[config.mk]
export PLATFORM = sky130hd
export DESIGN_NAME = hp_slot_ctrl
export DESIGN_NICKNAME = d
export VERILOG_FILES = /design/src/rtl/hp_pkg.sv /design/src/rtl/hp_cfg_decode.sv /design/src/rtl/hp_slot_regs.sv /design/src/rtl/hp_notify.sv /design/src/rtl/hp_slot_ctrl.sv
export SDC_FILE = /design/constraint.sdc
export NUM_CORES = 1
export LEC_CHECK = 0
export CAP_MARGIN = 20
export CORE_MARGIN = 2
export CORE_UTILIZATION = 55
export CTS_BUF_LIST = sky130_fd_sc_hd__clkbuf_8
export DETAILED_ROUTE_END_ITERATION = 12
export DONT_BUFFER_PORTS = 1
export PLACE_DENSITY = 0.78
export SLEW_MARGIN = 20
export SYNTH_ARGS = -nofsm -noshare
export SYNTH_HDL_FRONTEND = slang
export SYNTH_SLANG_ARGS = --single-unit
export TNS_END_PERCENT = 10
[constraint.sdc]
create_clock -name clk -period 7.03 [get_ports clk]
set_clock_uncertainty 0.2 [all_clocks]
set_input_delay 1.0545 -clock clk [delete_from_list [all_inputs] [get_ports clk]]
set_output_delay 1.0545 -clock clk [all_outputs]
set_load 0.01 [all_outputs]
[src/rtl/hp_pkg.sv]
package hp_pkg;
    // control field positions
    localparam int C_BTN_EN   = 0;
    localparam int C_PDC_EN   = 2;
    localparam int C_CMD_EN   = 3;
    localparam int C_HP_EN    = 4;
    localparam int C_LOCK_TGL = 5;
    localparam int C_ATTN_LO  = 7;
    localparam int C_PIND_LO  = 9;
    localparam int C_PWR      = 11;
    // status field positions
    localparam int S_BTN  = 0;
    localparam int S_PDC  = 2;
    localparam int S_CMD  = 3;
    localparam int S_PRES = 4;
    localparam int S_LOCK = 5;

    localparam logic [15:0] EV_MASK   = 16'h000D;
    localparam logic [15:0] CTL_WMASK = 16'h0F9D;
    localparam logic [15:0] CTL_RST   = 16'h0180;

    typedef enum logic {
        N_QUIET  = 1'b0,
        N_RAISED = 1'b1
    } notify_st_t;

    function automatic logic notify_cond(input logic [15:0] ctl, input logic [15:0] sts);
        return ctl[C_HP_EN] && (|(ctl & sts & EV_MASK));
    endfunction
endpackage

[src/rtl/hp_cfg_decode.sv]
module hp_cfg_decode
    import hp_pkg::*;
#(
    parameter int ADDR_W     = 6,
    parameter int SLOT_ADDR  = 6,
    parameter int FLAGS_ADDR = 0
) (
    input  logic              cfg_wr,
    input  logic [ADDR_W-1:0] cfg_addr,
    input  logic [3:0]        cfg_be,
    input  logic [31:0]       cfg_wdata,
    input  logic [15:0]       ctl_q,
    output logic              ctl_hit,
    output logic              sts_hit,
    output logic              vec_we,
    output logic              lock_tgl,
    output logic [15:0]       ctl_wr_val,
    output logic [15:0]       sts_w1c
);
    localparam int NBYTES = 4;

    logic [31:0] be_bits;
    logic        slot_sel;
    logic [15:0] ctl_merged;

    for (genvar b = 0; b < NBYTES; b++) begin : g_be
        assign be_bits[8*b +: 8] = {8{cfg_be[b]}};
    end

    assign slot_sel   = cfg_wr && (cfg_addr == ADDR_W'(SLOT_ADDR));
    assign ctl_hit    = slot_sel && (|cfg_be[1:0]);
    assign sts_hit    = slot_sel && (|cfg_be[3:2]);
    assign vec_we     = cfg_wr && (cfg_addr == ADDR_W'(FLAGS_ADDR)) && cfg_be[0];
    assign lock_tgl   = slot_sel && cfg_be[0] && cfg_wdata[C_LOCK_TGL];
    assign ctl_merged = (cfg_wdata[15:0] & be_bits[15:0]) | (ctl_q & ~be_bits[15:0]);
    assign ctl_wr_val = ctl_merged & CTL_WMASK;
    assign sts_w1c    = sts_hit ? (cfg_wdata[31:16] & be_bits[31:16] & EV_MASK) : 16'h0000;
endmodule

[src/rtl/hp_slot_regs.sv]
module hp_slot_regs
    import hp_pkg::*;
#(
    parameter int VEC_W = 5
) (
    input  logic             clk,
    input  logic             rst_n,
    input  logic             ctl_hit,
    input  logic             vec_we,
    input  logic             lock_tgl,
    input  logic [15:0]      ctl_wr_val,
    input  logic [15:0]      sts_w1c,
    input  logic [VEC_W-1:0] vec_wr_val,
    input  logic             btn_push,
    input  logic             pdc_in,
    input  logic             add_req,
    input  logic             remove_req,
    output logic [15:0]      ctl_q,
    output logic [15:0]      sts_q,
    output logic [15:0]      ctl_nxt,
    output logic [15:0]      sts_nxt,
    output logic [15:0]      sts_cleared,
    output logic [VEC_W-1:0] vec_q,
    output logic             detach_req,
    output logic             busy_err
);
    logic locked, add_ok, rem_ok, busy_nxt, detach_nxt;

    assign locked      = sts_q[S_LOCK];
    assign add_ok      = add_req && !locked;
    assign rem_ok      = remove_req && !locked;
    assign busy_nxt    = (add_req || remove_req) && locked;
    assign sts_cleared = sts_q & ~sts_w1c;
    assign detach_nxt  = ctl_hit && sts_q[S_PRES] && ctl_wr_val[C_PWR]
                         && (&ctl_wr_val[C_PIND_LO +: 2]);
    assign ctl_nxt     = ctl_hit ? ctl_wr_val : ctl_q;

    // status update: clear first, then events in order
    always_comb begin
        sts_nxt = sts_cleared;
        if (lock_tgl)
            sts_nxt[S_LOCK] = !sts_q[S_LOCK];
        if (detach_nxt) begin
            sts_nxt[S_PRES] = 1'b0;
            sts_nxt[S_PDC]  = 1'b1;
        end
        if (add_ok) begin
            sts_nxt[S_PRES] = 1'b1;
            sts_nxt[S_PDC]  = 1'b1;
            sts_nxt[S_BTN]  = 1'b1;
        end
        if (rem_ok || btn_push)
            sts_nxt[S_BTN] = 1'b1;
        if (pdc_in)
            sts_nxt[S_PDC] = 1'b1;
        if (ctl_hit)
            sts_nxt[S_CMD] = 1'b1;
    end

    always_ff @(posedge clk or negedge rst_n) begin
        if (!rst_n) begin
            ctl_q      <= CTL_RST;
            sts_q      <= 16'h0000;
            vec_q      <= '0;
            detach_req <= 1'b0;
            busy_err   <= 1'b0;
        end else begin
            ctl_q      <= ctl_nxt;
            sts_q      <= sts_nxt;
            detach_req <= detach_nxt;
            busy_err   <= busy_nxt;
            if (vec_we)
                vec_q <= vec_wr_val;
        end
    end
endmodule

[src/rtl/hp_notify.sv]
module hp_notify
    import hp_pkg::*;
#(
    parameter int VEC_W = 5
) (
    input  logic             clk,
    input  logic             rst_n,
    input  logic             cond_nxt,
    input  logic             cond_clr,
    input  logic             sts_hit,
    input  logic             msix_en,
    input  logic             msi_en,
    input  logic [VEC_W-1:0] vec_q,
    output logic             msix_req,
    output logic             msi_req,
    output logic             intx,
    output logic [VEC_W-1:0] irq_vec
);
    notify_st_t state_q, state_d;
    logic       cond_ref, send;

    // reference: a status write silently updates the condition first
    assign cond_ref = sts_hit ? cond_clr : (state_q == N_RAISED);
    assign send     = (cond_nxt != cond_ref);

    always_comb begin
        state_d = state_q;
        unique case (state_q)
            N_QUIET:  if (cond_nxt)  state_d = N_RAISED;  // RAISE
            N_RAISED: if (!cond_nxt) state_d = N_QUIET;   // LOWER
            default:  state_d = N_QUIET;
        endcase
    end

    always_ff @(posedge clk or negedge rst_n) begin
        if (!rst_n) state_q <= N_QUIET;
        else        state_q <= state_d;
    end

    always_ff @(posedge clk or negedge rst_n) begin
        if (!rst_n) begin
            msix_req <= 1'b0;
            msi_req  <= 1'b0;
            intx     <= 1'b0;
            irq_vec  <= '0;
        end else begin
            msix_req <= send && msix_en;
            msi_req  <= send && !msix_en && msi_en;
            intx     <= cond_nxt && !msix_en && !msi_en;
            if (send)
                irq_vec <= vec_q;
        end
    end
endmodule

[src/rtl/hp_slot_ctrl.sv]
module hp_slot_ctrl
    import hp_pkg::*;
#(
    parameter int ADDR_W     = 6,
    parameter int SLOT_ADDR  = 6,
    parameter int FLAGS_ADDR = 0,
    parameter int VEC_W      = 5
) (
    input  logic              clk,
    input  logic              rst_n,
    input  logic              cfg_wr,
    input  logic [ADDR_W-1:0] cfg_addr,
    input  logic [3:0]        cfg_be,
    input  logic [31:0]       cfg_wdata,
    input  logic [ADDR_W-1:0] cfg_raddr,
    output logic [31:0]       cfg_rdata,
    input  logic              btn_push,
    input  logic              pdc_in,
    input  logic              add_req,
    input  logic              remove_req,
    input  logic              msix_en,
    input  logic              msi_en,
    output logic              busy_err,
    output logic              detach_req,
    output logic              msix_req,
    output logic              msi_req,
    output logic [VEC_W-1:0]  irq_vec,
    output logic              intx
);
    logic        ctl_hit, sts_hit, vec_we, lock_tgl;
    logic [15:0] ctl_wr_val, sts_w1c;
    logic [15:0] ctl_q, sts_q, ctl_nxt, sts_nxt, sts_cleared;
    logic [VEC_W-1:0] vec_q;
    logic        cond_nxt, cond_clr;

    hp_cfg_decode #(
        .ADDR_W(ADDR_W), .SLOT_ADDR(SLOT_ADDR), .FLAGS_ADDR(FLAGS_ADDR)
    ) u_dec (
        .cfg_wr(cfg_wr), .cfg_addr(cfg_addr), .cfg_be(cfg_be), .cfg_wdata(cfg_wdata),
        .ctl_q(ctl_q), .ctl_hit(ctl_hit), .sts_hit(sts_hit), .vec_we(vec_we),
        .lock_tgl(lock_tgl), .ctl_wr_val(ctl_wr_val), .sts_w1c(sts_w1c)
    );

    hp_slot_regs #(.VEC_W(VEC_W)) u_regs (
        .clk(clk), .rst_n(rst_n), .ctl_hit(ctl_hit), .vec_we(vec_we), .lock_tgl(lock_tgl),
        .ctl_wr_val(ctl_wr_val), .sts_w1c(sts_w1c), .vec_wr_val(cfg_wdata[VEC_W-1:0]),
        .btn_push(btn_push), .pdc_in(pdc_in), .add_req(add_req), .remove_req(remove_req),
        .ctl_q(ctl_q), .sts_q(sts_q), .ctl_nxt(ctl_nxt), .sts_nxt(sts_nxt),
        .sts_cleared(sts_cleared), .vec_q(vec_q), .detach_req(detach_req), .busy_err(busy_err)
    );

    assign cond_nxt = notify_cond(ctl_nxt, sts_nxt);
    assign cond_clr = notify_cond(ctl_q, sts_cleared);

    hp_notify #(.VEC_W(VEC_W)) u_ntf (
        .clk(clk), .rst_n(rst_n), .cond_nxt(cond_nxt), .cond_clr(cond_clr),
        .sts_hit(sts_hit), .msix_en(msix_en), .msi_en(msi_en), .vec_q(vec_q),
        .msix_req(msix_req), .msi_req(msi_req), .intx(intx), .irq_vec(irq_vec)
    );

    always_comb begin
        if (cfg_raddr == ADDR_W'(SLOT_ADDR))
            cfg_rdata = {sts_q, ctl_q};
        else if (cfg_raddr == ADDR_W'(FLAGS_ADDR))
            cfg_rdata = 32'(vec_q);
        else
            cfg_rdata = 32'h0;
    end
endmodule

==> results of run 1 <==
-- critical path, cell delays in order --
cell,delay (ns)
and4bb_2,0.29
nand4_1,0.42
mux2i_1,0.24
a222oi_1,0.57
xor2_1,0.60
mux2_2,0.41
-- sequential cells by signal, indices dropped and copies added, names as in the netlist, named ones only --
name / cells
u_regs.busy_err: 1
u_ntf.msi_req: 1
u_regs.vec_q: 5
u_ntf.msix_req: 1
u_regs.detach_req: 1
u_ntf.state_q: 1
u_regs.sts_q: 5
u_regs.ctl_q: 7
u_ntf.intx: 1
u_ntf.irq_vec: 5
-- cell type report --
class / instances / area, sq um
Clock buffer: 5 / 68.8
Clock inverter: 3 / 13.8
Fill cell: 261 / 1110
Inverter: 3 / 11.3
Multi-Input combinational cell: 108 / 758
Sequential cell: 30 / 753
Tap cell: 31 / 38.8
-- power breakdown --
part / internal (W) / total (W) / leakage (nW) / switching (W)
combinational: 0.0000139 / 0.0000267 / 0.357 / 0.0000128
sequential: 0.000186 / 0.000197 / 0.389 / 0.0000111
clock: 0.0000669 / 0.000130 / 0.0491 / 0.0000627
-- placed cells by master, fill, tap and decap left out, drive strengths merged, types with 2 or more instances in the layout --
cell    synthesis  layout
dfrtp          28      28
mux2           19      19
conb            1      17
and2           11      11
nand2          11      11
nor2            9       9
clkbuf          1       5
a22o            4       4
inv             3       4
o211ai          3       3
mux2i           3       3
nor3b           2       2
nor2b           2       2
o31ai           2       2
o21ai           2       2
xor2            2       2
dfstp           2       2
clkinv          0       2
-- routing by layer --
metal	up-vias	part of all wire, %
met3	5	13
met1	506	37
met5	-	0
met4	0	2.3
li1	483	-
met2	49	48
-- cells by family (layout without fill, tap and decap cells) --
logic type	after synthesis	count (layout)	synth area share, %
and+or+nand+nor	51	51	18.6
DFF	30	30	47.1
muxes	22	22	15.3
buffers and inverters	22	11	9.23
AOI/OAI and AO/OA	16	16	8.45
xor gates and xnor gates	2	2	1.10
other	1	17	0.235
-- path summary, 6_finish.rpt --
path / endpoint / slack, ns / cells past startpoint
hold reg to reg: u_ntf.irq_vec[2]$_DFFE_PN0N_ / 0.33 / 1
min in group clk: u_ntf.irq_vec[2]$_DFFE_PN0N_ / 0.33 / 1
setup / recovery: u_ntf.irq_vec[1]$_DFFE_PN0N_ / 3.41 / 6
max in group asynchronous: asynchronous set/reset pin / 6.19 / 0
setup reg to reg: u_ntf.irq_vec[1]$_DFFE_PN0N_ / 4.17 / 6
hold / removal: u_regs.ctl_q[0]$_DFF_PN0_ / 0.25 / 0
-- through the flow --
step / setup slack, ns / total power (W)
2_1_floorplan: 3.45 / 0.000228
3_3_place_gp: 3.09 / 0.000225
3_5_place_dp: 3.10 / 0.000227
4_1_cts: 3.39 / 0.000357
5_1_grt: 3.19 / 0.000371
6_report: 3.41 / 0.000353
==> out/summary.log, run 1 <==
INFO  status         outcome=finished, final reports clean
INFO  sta            final_max_slew_viol_count=0
INFO  worst_setup_path worst_setup_path_startpoint=cfg_addr[3]
INFO  layout         finish.cell_count_without_fillers=180
INFO  sta            rsz0062_at_grt=false
INFO  clock_tree     cts_buffer_depth=2
INFO  route          wl_per_cell=17.3um
INFO  place          io_buffers=0
INFO  global_routing grt_antenna_before_repair=0
INFO  synth          edff_count_synth=0
INFO  clock_tree     cts_tree=yes
INFO  floorplanning  ios=99
INFO  route          detail_route.wirelength=3110um
INFO  worst_setup_path timing.critical_path.required=7.00ns
INFO  place          placed_area=1560squm
INFO  route          drt_drc_violations_left=0
INFO  place          gp_routability_congestion=0.753
INFO  global_routing grtUsageTotal=21.6%
INFO  sta            finalHoldViolations=0
INFO  sta            hold_ws=0.255ns
INFO  clock_tree     cts_setup_buffers=0
INFO  hold_path      min_path_type=in2async
INFO  sta            tightestPinTransition=0.667ns
INFO  global_routing first_pass_grt_wire_length=5210um
INFO  power_and_ir_drop irDropWorstVdd=201uV
INFO  clock_tree     clk-insertion-delay-late=0.29ns
INFO  sta            finalSetupTns=0ns
INFO  synth          syn_area_per_cell=11.1squm
INFO  clock_tree     cts-hold-fix-buffers=0
INFO  floorplanning  core-area=2760squm
INFO  synth          ys_seq_area_share=47.1%
INFO  sta            period_utilisation_layout=51.5%
INFO  synth          synth.distinct_cells=40
INFO  clock_tree     numClockSinks=30
INFO  synth          share_of_async_settable_or_async_resettable_flops_after_synthesis=100%
INFO  synth          syn_area=1600squm
INFO  clock_tree     htreeDepth=2
INFO  power_and_ir_drop power.density_cell_area=215nW/um^2
INFO  worst_setup_path worst-path-max-fanout=9
INFO  layout         post-route-util=59.6%
INFO  synth          yosysWarnings=0
INFO  clock_tree     cts_resized=0
INFO  worst_setup_path critPathCaptureType=flip-flop
INFO  synth          syn-instance-count=144
INFO  sta            finalCriticalPeriod=3.62ns
INFO  synth          ys_top_cells_by_area=dfrtp_1 44%, mux2_2 13%, buf_4 8.0%, and2_1 4.3%, dfstp_2 3.3%
INFO  layout         post-route-cell-area=1640squm
INFO  place          dp_cells=172
INFO  worst_setup_path reg2reg_from=u_regs.sts_q[4]$_DFF_PN0_
INFO  floorplanning  die_w=57.9um
INFO  route          detail-route-antenna-nets=0
INFO  route          drtPass1Iterations=4
INFO  layout         number_of_nets_in_the_finished_design=205
INFO  synth          ys_seq_elements=30
INFO  global_routing grt_util_met3=11.8%
INFO  sta            max_freq=0.276GHz
INFO  route          route.vias.total=1043
INFO  synth          synth_largest_type_area_fraction=43.8%
INFO  sta            timing.max_slew.rel_slack=55.4%
INFO  floorplanning  chipHeight=57.9um
INFO  synth          synth.largest_area_cell=dfrtp_1
INFO  worst_setup_path cp_data_arrival_time=3.59ns
INFO  route          detailedRoute.firstIterationViolations=21
INFO  global_routing globalRoute.busiestLayer=met2
INFO  layout         fraction_of_final_layout_cells_sized_beyond_drive_strength_1=22.1%
INFO  layout         area_growth_syn_to_layout=2.82%
INFO  global_routing global_route_congestion_overflow_total=0
INFO  job            cap_viol_max_count=0
INFO  layout         antennaDiodeCount=0
INFO  power_and_ir_drop leakage=0.795nW
INFO  clock_tree     clock_tree.root_cell=clkbuf_8
INFO  floorplanning  core.rowCount=19
INFO  worst_setup_path setup.worst_path.class=in2reg
INFO  floorplanning  effective_utilization_at_floorplan=58.0%
INFO  global_routing grt_util_met2=33.9%
INFO  global_routing first_global_vias=1055
INFO  route          detail_route.vias_per_cell=5.79
INFO  global_routing use_met1=23.7%
INFO  clock_tree     cts_clk_pin_slew_worst_paths=0.07ns
INFO  sta            setup_violation_total_in_the_final_timing_report=0
INFO  place          hpwl=2460um
INFO  synth          yosys_most_used_dff=dfrtp_1
INFO  clock_tree     cts_inserted_buffers=5
INFO  floorplanning  die-area=3350squm
INFO  worst_setup_path worst_setup_path_start_kind=primary input
INFO  global_routing grt_start_max_net_pins=31
INFO  synth          synth_most_common_cell=dfrtp_1
INFO  synth          synth_common_cells=28 x dfrtp_1, 19 x mux2_2, 17 x buf_4, 11 x and2_1, 11 x nand2_1
No activity file was read; power rests on OpenSTA's default activity.
==> run 2, diff against run 1 <==
--- a/config.mk
+++ b/config.mk
@@ -5,6 +5,7 @@
 export SDC_FILE = /design/constraint.sdc
 export NUM_CORES = 1
 export LEC_CHECK = 0
+export ABC_AREA = 1
 export CAP_MARGIN = 20
 export CORE_MARGIN = 2
 export CORE_UTILIZATION = 55
==> constraint.sdc (replaced) <==
create_clock -name clk -period 3.7 [get_ports clk]
set_clock_uncertainty 0.2 [all_clocks]
set_input_delay 0.555 -clock clk [delete_from_list [all_inputs] [get_ports clk]]
set_output_delay 0.555 -clock clk [all_outputs]
set_load 0.01 [all_outputs]
==> run 2 against run 1 <==
  * Global-route usage is 1.1 points lower
  * Synthesized area is 8.5% higher
  * Flip-flop and latch count stayed put
  * Power is 120% higher
  * Via count is 31% higher
  * Combinational power grew to 3.9 times the previous value
  * Hold slack worse by 0.11 ns
  * Cell area is 12% higher
  * Core utilization is 0.96 points higher
  * Synthesized cell count is 57% higher
==> out/summary.log, run 2 <==
INFO  status         outcome=finished, final reports clean [unchanged]
INFO  synth          share_of_async_settable_or_async_resettable_flops_after_synthesis=100% [unchanged]
INFO  clock_tree     htreeDepth=2 [unchanged]
INFO  floorplanning  chipHeight=60.2um [was 57.9 um]
INFO  power_and_ir_drop power.density_cell_area=418nW/um^2 [was 215 nW/um^2]
INFO  layout         mostFrequentLayoutCell=nand2_1 [was dfrtp_1]
INFO  sta            finalWorstSetupSlack=1.27ns [was 3.41 ns]
INFO  layout         final_cell_mix=44 x nand2_1, 38 x inv_1, 28 x dfrtp_1 [was 28 x dfrtp_1, 19 x mux2_2, 17 x conb_1]
INFO  worst_setup_path timing.critical_path.slowest_stage_cell=nand4_1 [was xor2_1]
INFO  place          io_buffers=0 [unchanged]
INFO  layout         antennaDiodeCount=0 [unchanged]
INFO  layout         largest_reg_flops=7 [unchanged]
INFO  synth          synth_largest_type_area_fraction=40.4% [was 43.8%]
INFO  route          detail_route.vias_per_cell=4.92 [was 5.79]
INFO  clock_tree     clock_tree.root_cell=clkbuf_8 [unchanged]
INFO  worst_setup_path worst_setup_path_start_kind=primary input [unchanged]
INFO  hold_path      hold-path-cell-count=1
INFO  synth          syn_area_per_cell=7.67squm [was 11.1 sq um]
INFO  job            cap_viol_max_count=0 [unchanged]
INFO  place          gp_routability_congestion=0.814 [was 0.753]
INFO  synth          synth_common_cells=44 x nand2_1, 37 x inv_1, 28 x dfrtp_1, 25 x nor2_1, 20 x nand3_1 [was 28 x dfrtp_1, 19 x mux2_2, 17 x buf_4, 11 x and2_1, 11 x nand2_1]
INFO  route          detailedRoute.firstIterationViolations=66 [was 21]
INFO  synth          synth.distinct_cells=25 [was 40]
INFO  route          detail-route-antenna-nets=0 [unchanged]
INFO  synth          ys_top_cells_by_area=dfrtp_1 40%, nand2_1 9.5%, inv_1 8.0%, buf_4 7.4%, nand3_1 5.8% [was dfrtp_1 44%, mux2_2 13%, buf_4 8.0%, and2_1 4.3%, dfstp_2 3.3%]
INFO  global_routing global_route_congestion_overflow_total=0 [unchanged]
INFO  synth          ys_seq_area_share=43.4% [was 47.1%]
INFO  global_routing grt_start_max_net_pins=31 [unchanged]
INFO  sta            max_freq=0.412GHz
INFO  worst_setup_path critical_path_cell_list=nor2_1, nand4_1, o22ai_1 [was and4bb_2, nand4_1, mux2i_1, a222oi_1, xor2_1, mux2_2]
INFO  floorplanning  die-area=3620squm [was 3350 sq um]
INFO  power_and_ir_drop irDropWorstVdd=265uV [was 201 uV]
INFO  hold_path      min_to=u_ntf.intx$_DFF_PN0_
INFO  synth          syn-instance-count=226 [was 144]
INFO  place          preCtsSetupSlack=1.24ns [was 3.10 ns]
INFO  layout         number_of_nets_in_the_finished_design=289 [was 205]
INFO  sta            rsz0062_at_grt=false [unchanged]
INFO  clock_tree     cts-hold-fix-buffers=2 [was 0]
INFO  power_and_ir_drop leakage=1.01nW [was 0.795 nW]
INFO  worst_setup_path timing.critical_path.required=2.94ns [was 7.00 ns]
INFO  sta            setup_violation_total_in_the_final_timing_report=0 [unchanged]
INFO  route          drtPass1Iterations=4 [unchanged]
INFO  synth          synth_most_common_cell=nand2_1 [was dfrtp_1]
INFO  worst_setup_path critPathCaptureType=output pin [was flip-flop]
INFO  worst_setup_path r2r.worst_path.cells=11 [was 6]
INFO  synth          edff_count_synth=0 [unchanged]
INFO  sta            final_max_slew_viol_count=0 [unchanged]
INFO  route          route.vias.total=1362 [was 1043]
INFO  floorplanning  core-area=3030squm [was 2760 sq um]
INFO  clock_tree     cts_resized=0 [unchanged]
INFO  floorplanning  effective_utilization_at_floorplan=57.3% [was 58.0%]
INFO  sta            tightestPinTransition=0.626ns [was 0.667 ns]
INFO  route          drt_drc_violations_left=0 [unchanged]
INFO  floorplanning  ios=99 [unchanged]
INFO  layout         area_growth_syn_to_layout=5.77% [was 2.82%]
INFO  worst_setup_path r2r-end=u_ntf.irq_vec[4]$_DFFE_PN0N_ [was u_ntf.irq_vec[1]$_DFFE_PN0N_]
INFO  worst_setup_path reg2reg_from=u_regs.ctl_q[11]$_DFFE_PN0N_ [was u_regs.sts_q[4]$_DFF_PN0_]
INFO  worst_setup_path delay_heaviest_family_cp=simple AND/OR/NAND/NOR gates [unchanged]
INFO  clock_tree     cts_tree=yes [unchanged]
INFO  route          wl_per_cell=12.0um [was 17.3 um]
INFO  worst_setup_path path_buf_inv=0 [unchanged]
INFO  global_routing first_global_vias=1247 [was 1055]
INFO  sta            finalSetupTns=0ns [unchanged]
INFO  worst_setup_path cp_data_arrival_time=1.67ns [was 3.59 ns]
INFO  clock_tree     clk-insertion-delay-late=0.27ns [was 0.29 ns]
INFO  floorplanning  core.rowCount=20 [was 19]
INFO  clock_tree     cts_inserted_buffers=5 [unchanged]
INFO  sta            timing.max_slew.rel_slack=58.2% [was 55.4%]
INFO  synth          syn_area=1730squm [was 1600 sq um]
INFO  worst_setup_path worst_path_largest_cell_delay=0.52ns [was 0.60 ns]
INFO  worst_setup_path setup.worst_path.class=in2out [was in2reg]
INFO  synth          synth.largest_area_cell=dfrtp_1 [unchanged]
INFO  clock_tree     cts_buffer_depth=2 [unchanged]
INFO  sta            period_utilisation_layout=65.7%
INFO  hold_path      min-delay-start=msi_en
INFO  sta            finalCriticalPeriod=2.43ns
INFO  synth          ys_seq_elements=30 [unchanged]
INFO  layout         registers.top_by_ff_count=u_regs.ctl_q [unchanged]
INFO  sta            finalHoldViolations=0 [unchanged]
INFO  worst_setup_path rrSetupSlack=1.96ns [was 4.17 ns]
INFO  route          detail_route.wirelength=3330um [was 3110 um]
INFO  synth          yosys_most_used_dff=dfrtp_1 [unchanged]
INFO  clock_tree     cts_clk_pin_slew_worst_paths=0.06ns [was 0.07 ns]
INFO  layout         fraction_of_final_layout_cells_sized_beyond_drive_strength_1=13.7% [was 22.1%]
INFO  hold_path      min_path_type=in2reg [was in2async]
INFO  floorplanning  die_w=60.2um [was 57.9 um]
INFO  synth          yosysWarnings=0 [unchanged]
INFO  global_routing grt_antenna_before_repair=0 [unchanged]
INFO  clock_tree     numClockSinks=30 [unchanged]
INFO  layout         final.fill_count=281 [was 261]
INFO  global_routing grtUsageTotal=20.5% [was 21.6%]
INFO  place          hpwl=2630um [was 2460 um]
INFO  clock_tree     cts_setup_buffers=0 [unchanged]
INFO  worst_setup_path worst-path-max-fanout=14 [was 9]
INFO  global_routing first_pass_grt_wire_length=5410um [was 5210 um]
## run 2: cell count changes after synthesis, sizes merged, moves of 3 or more
cell / previous run / this run
a21oi: 0 / 9
a22o: 4 / 0
and2: 11 / 0
inv: 3 / 39
mux2: 19 / 0
mux2i: 3 / 0
nand2: 11 / 53
nand3: 1 / 24
nor2: 9 / 29
o211ai: 3 / 0
o21ai: 2 / 13
o22ai: 0 / 4
## run 2: worst reg2reg max path: stages (launching register included)
cell and delay, ns:
dfrtp_1 0.32, inv_1 0.06, o21ai_1 0.17, nand2_1 0.07, nor2_1 0.13, nand3_2 0.09
nand2_2 0.10, nand2_2 0.06, nand2_4 0.10, nand3_2 0.14, nand3_1 0.14, nand2_1 0.06
## run 2: metal layers
| layer | GRT usage (%) | up-vias | part of all wire (%) | routed length (um) |
|---|---|---|---|---|
| li1 | - | 685 | - | - |
| met1 | 23.5 | 612 | 42 | 1380 |
| met2 | 34.2 | 59 | 49 | 1620 |
| met3 | 6.28 | 6 | 8.2 | 273 |
| met4 | 10.8 | 0 | 1.6 | 53 |
| met5 | 0 | - | 0 | 0 |
## run 2: layout make-up
cell class / count / area, sq um / area share [%]
Clock buffer: 6 / 82.6 / 4.50
Timing Repair Buffer: 2 / 30.0 / 1.64
Tap cell: 44 / 55.1 / 3.00
Inverter: 39 / 146 / 7.98
Sequential cell: 30 / 753 / 41.1
Multi-Input combinational cell: 154 / 758 / 41.3
Clock inverter: 2 / 8.76 / 0.477
## run 2: worst max path at each step
stage                            start             to  cells past startpoint
after CTS                 cfg_raddr[0]   cfg_rdata[3]                      3
after floorplan           cfg_raddr[0]  cfg_rdata[10]                      4
after global routing      cfg_raddr[0]   cfg_rdata[3]                      3
after detailed placement  cfg_raddr[0]   cfg_rdata[3]                      3
final                     cfg_raddr[0]   cfg_rdata[4]                      3
after global placement    cfg_raddr[0]   cfg_rdata[4]                      3
## run 2: stage by stage
| stage | cells | utilization, % | area [sq um] | total power (W) | hold WS (ns) |
|---|---|---|---|---|---|
| 6_report | 277 | 60.6 | 1830 | 0.000766 | 0.146 |
| 5_1_grt | 277 | 60.6 | 1830 | 0.000815 | 0.135 |
| 4_1_cts | 277 | 60.6 | 1830 | 0.000775 | 0.143 |
| 3_5_place_dp | 267 | 56.6 | 1710 | 0.000498 | 0.0600 |
| 3_3_place_gp | 267 | 56.6 | 1710 | 0.000493 | 0.0599 |
| 2_1_floorplan | 242 | - | 1790 | 0.000493 | 0.0594 |
## run 2: cell families (layout without fill, tap and decap cells)
| family | after synthesis | after routing | synth area share (%) |
|---|---|---|---|
| flip-flops | 30 | 30 | 43.4 |
| other | 1 | 17 | 0.216 |
| XOR/XNOR | 1 | 1 | 0.505 |
| buffers and inverters | 58 | 49 | 16.3 |
| AO/OA/AOI/OAI | 26 | 26 | 8.44 |
| AND/OR/NAND/NOR | 110 | 110 | 31.1 |
## run 2: where the power goes
part	total, W	internal (W)	switching (W)
clock network	0.000264	0.000147	0.000118
registers	0.000398	0.000367	0.0000315
logic	0.000103	0.0000348	0.0000685
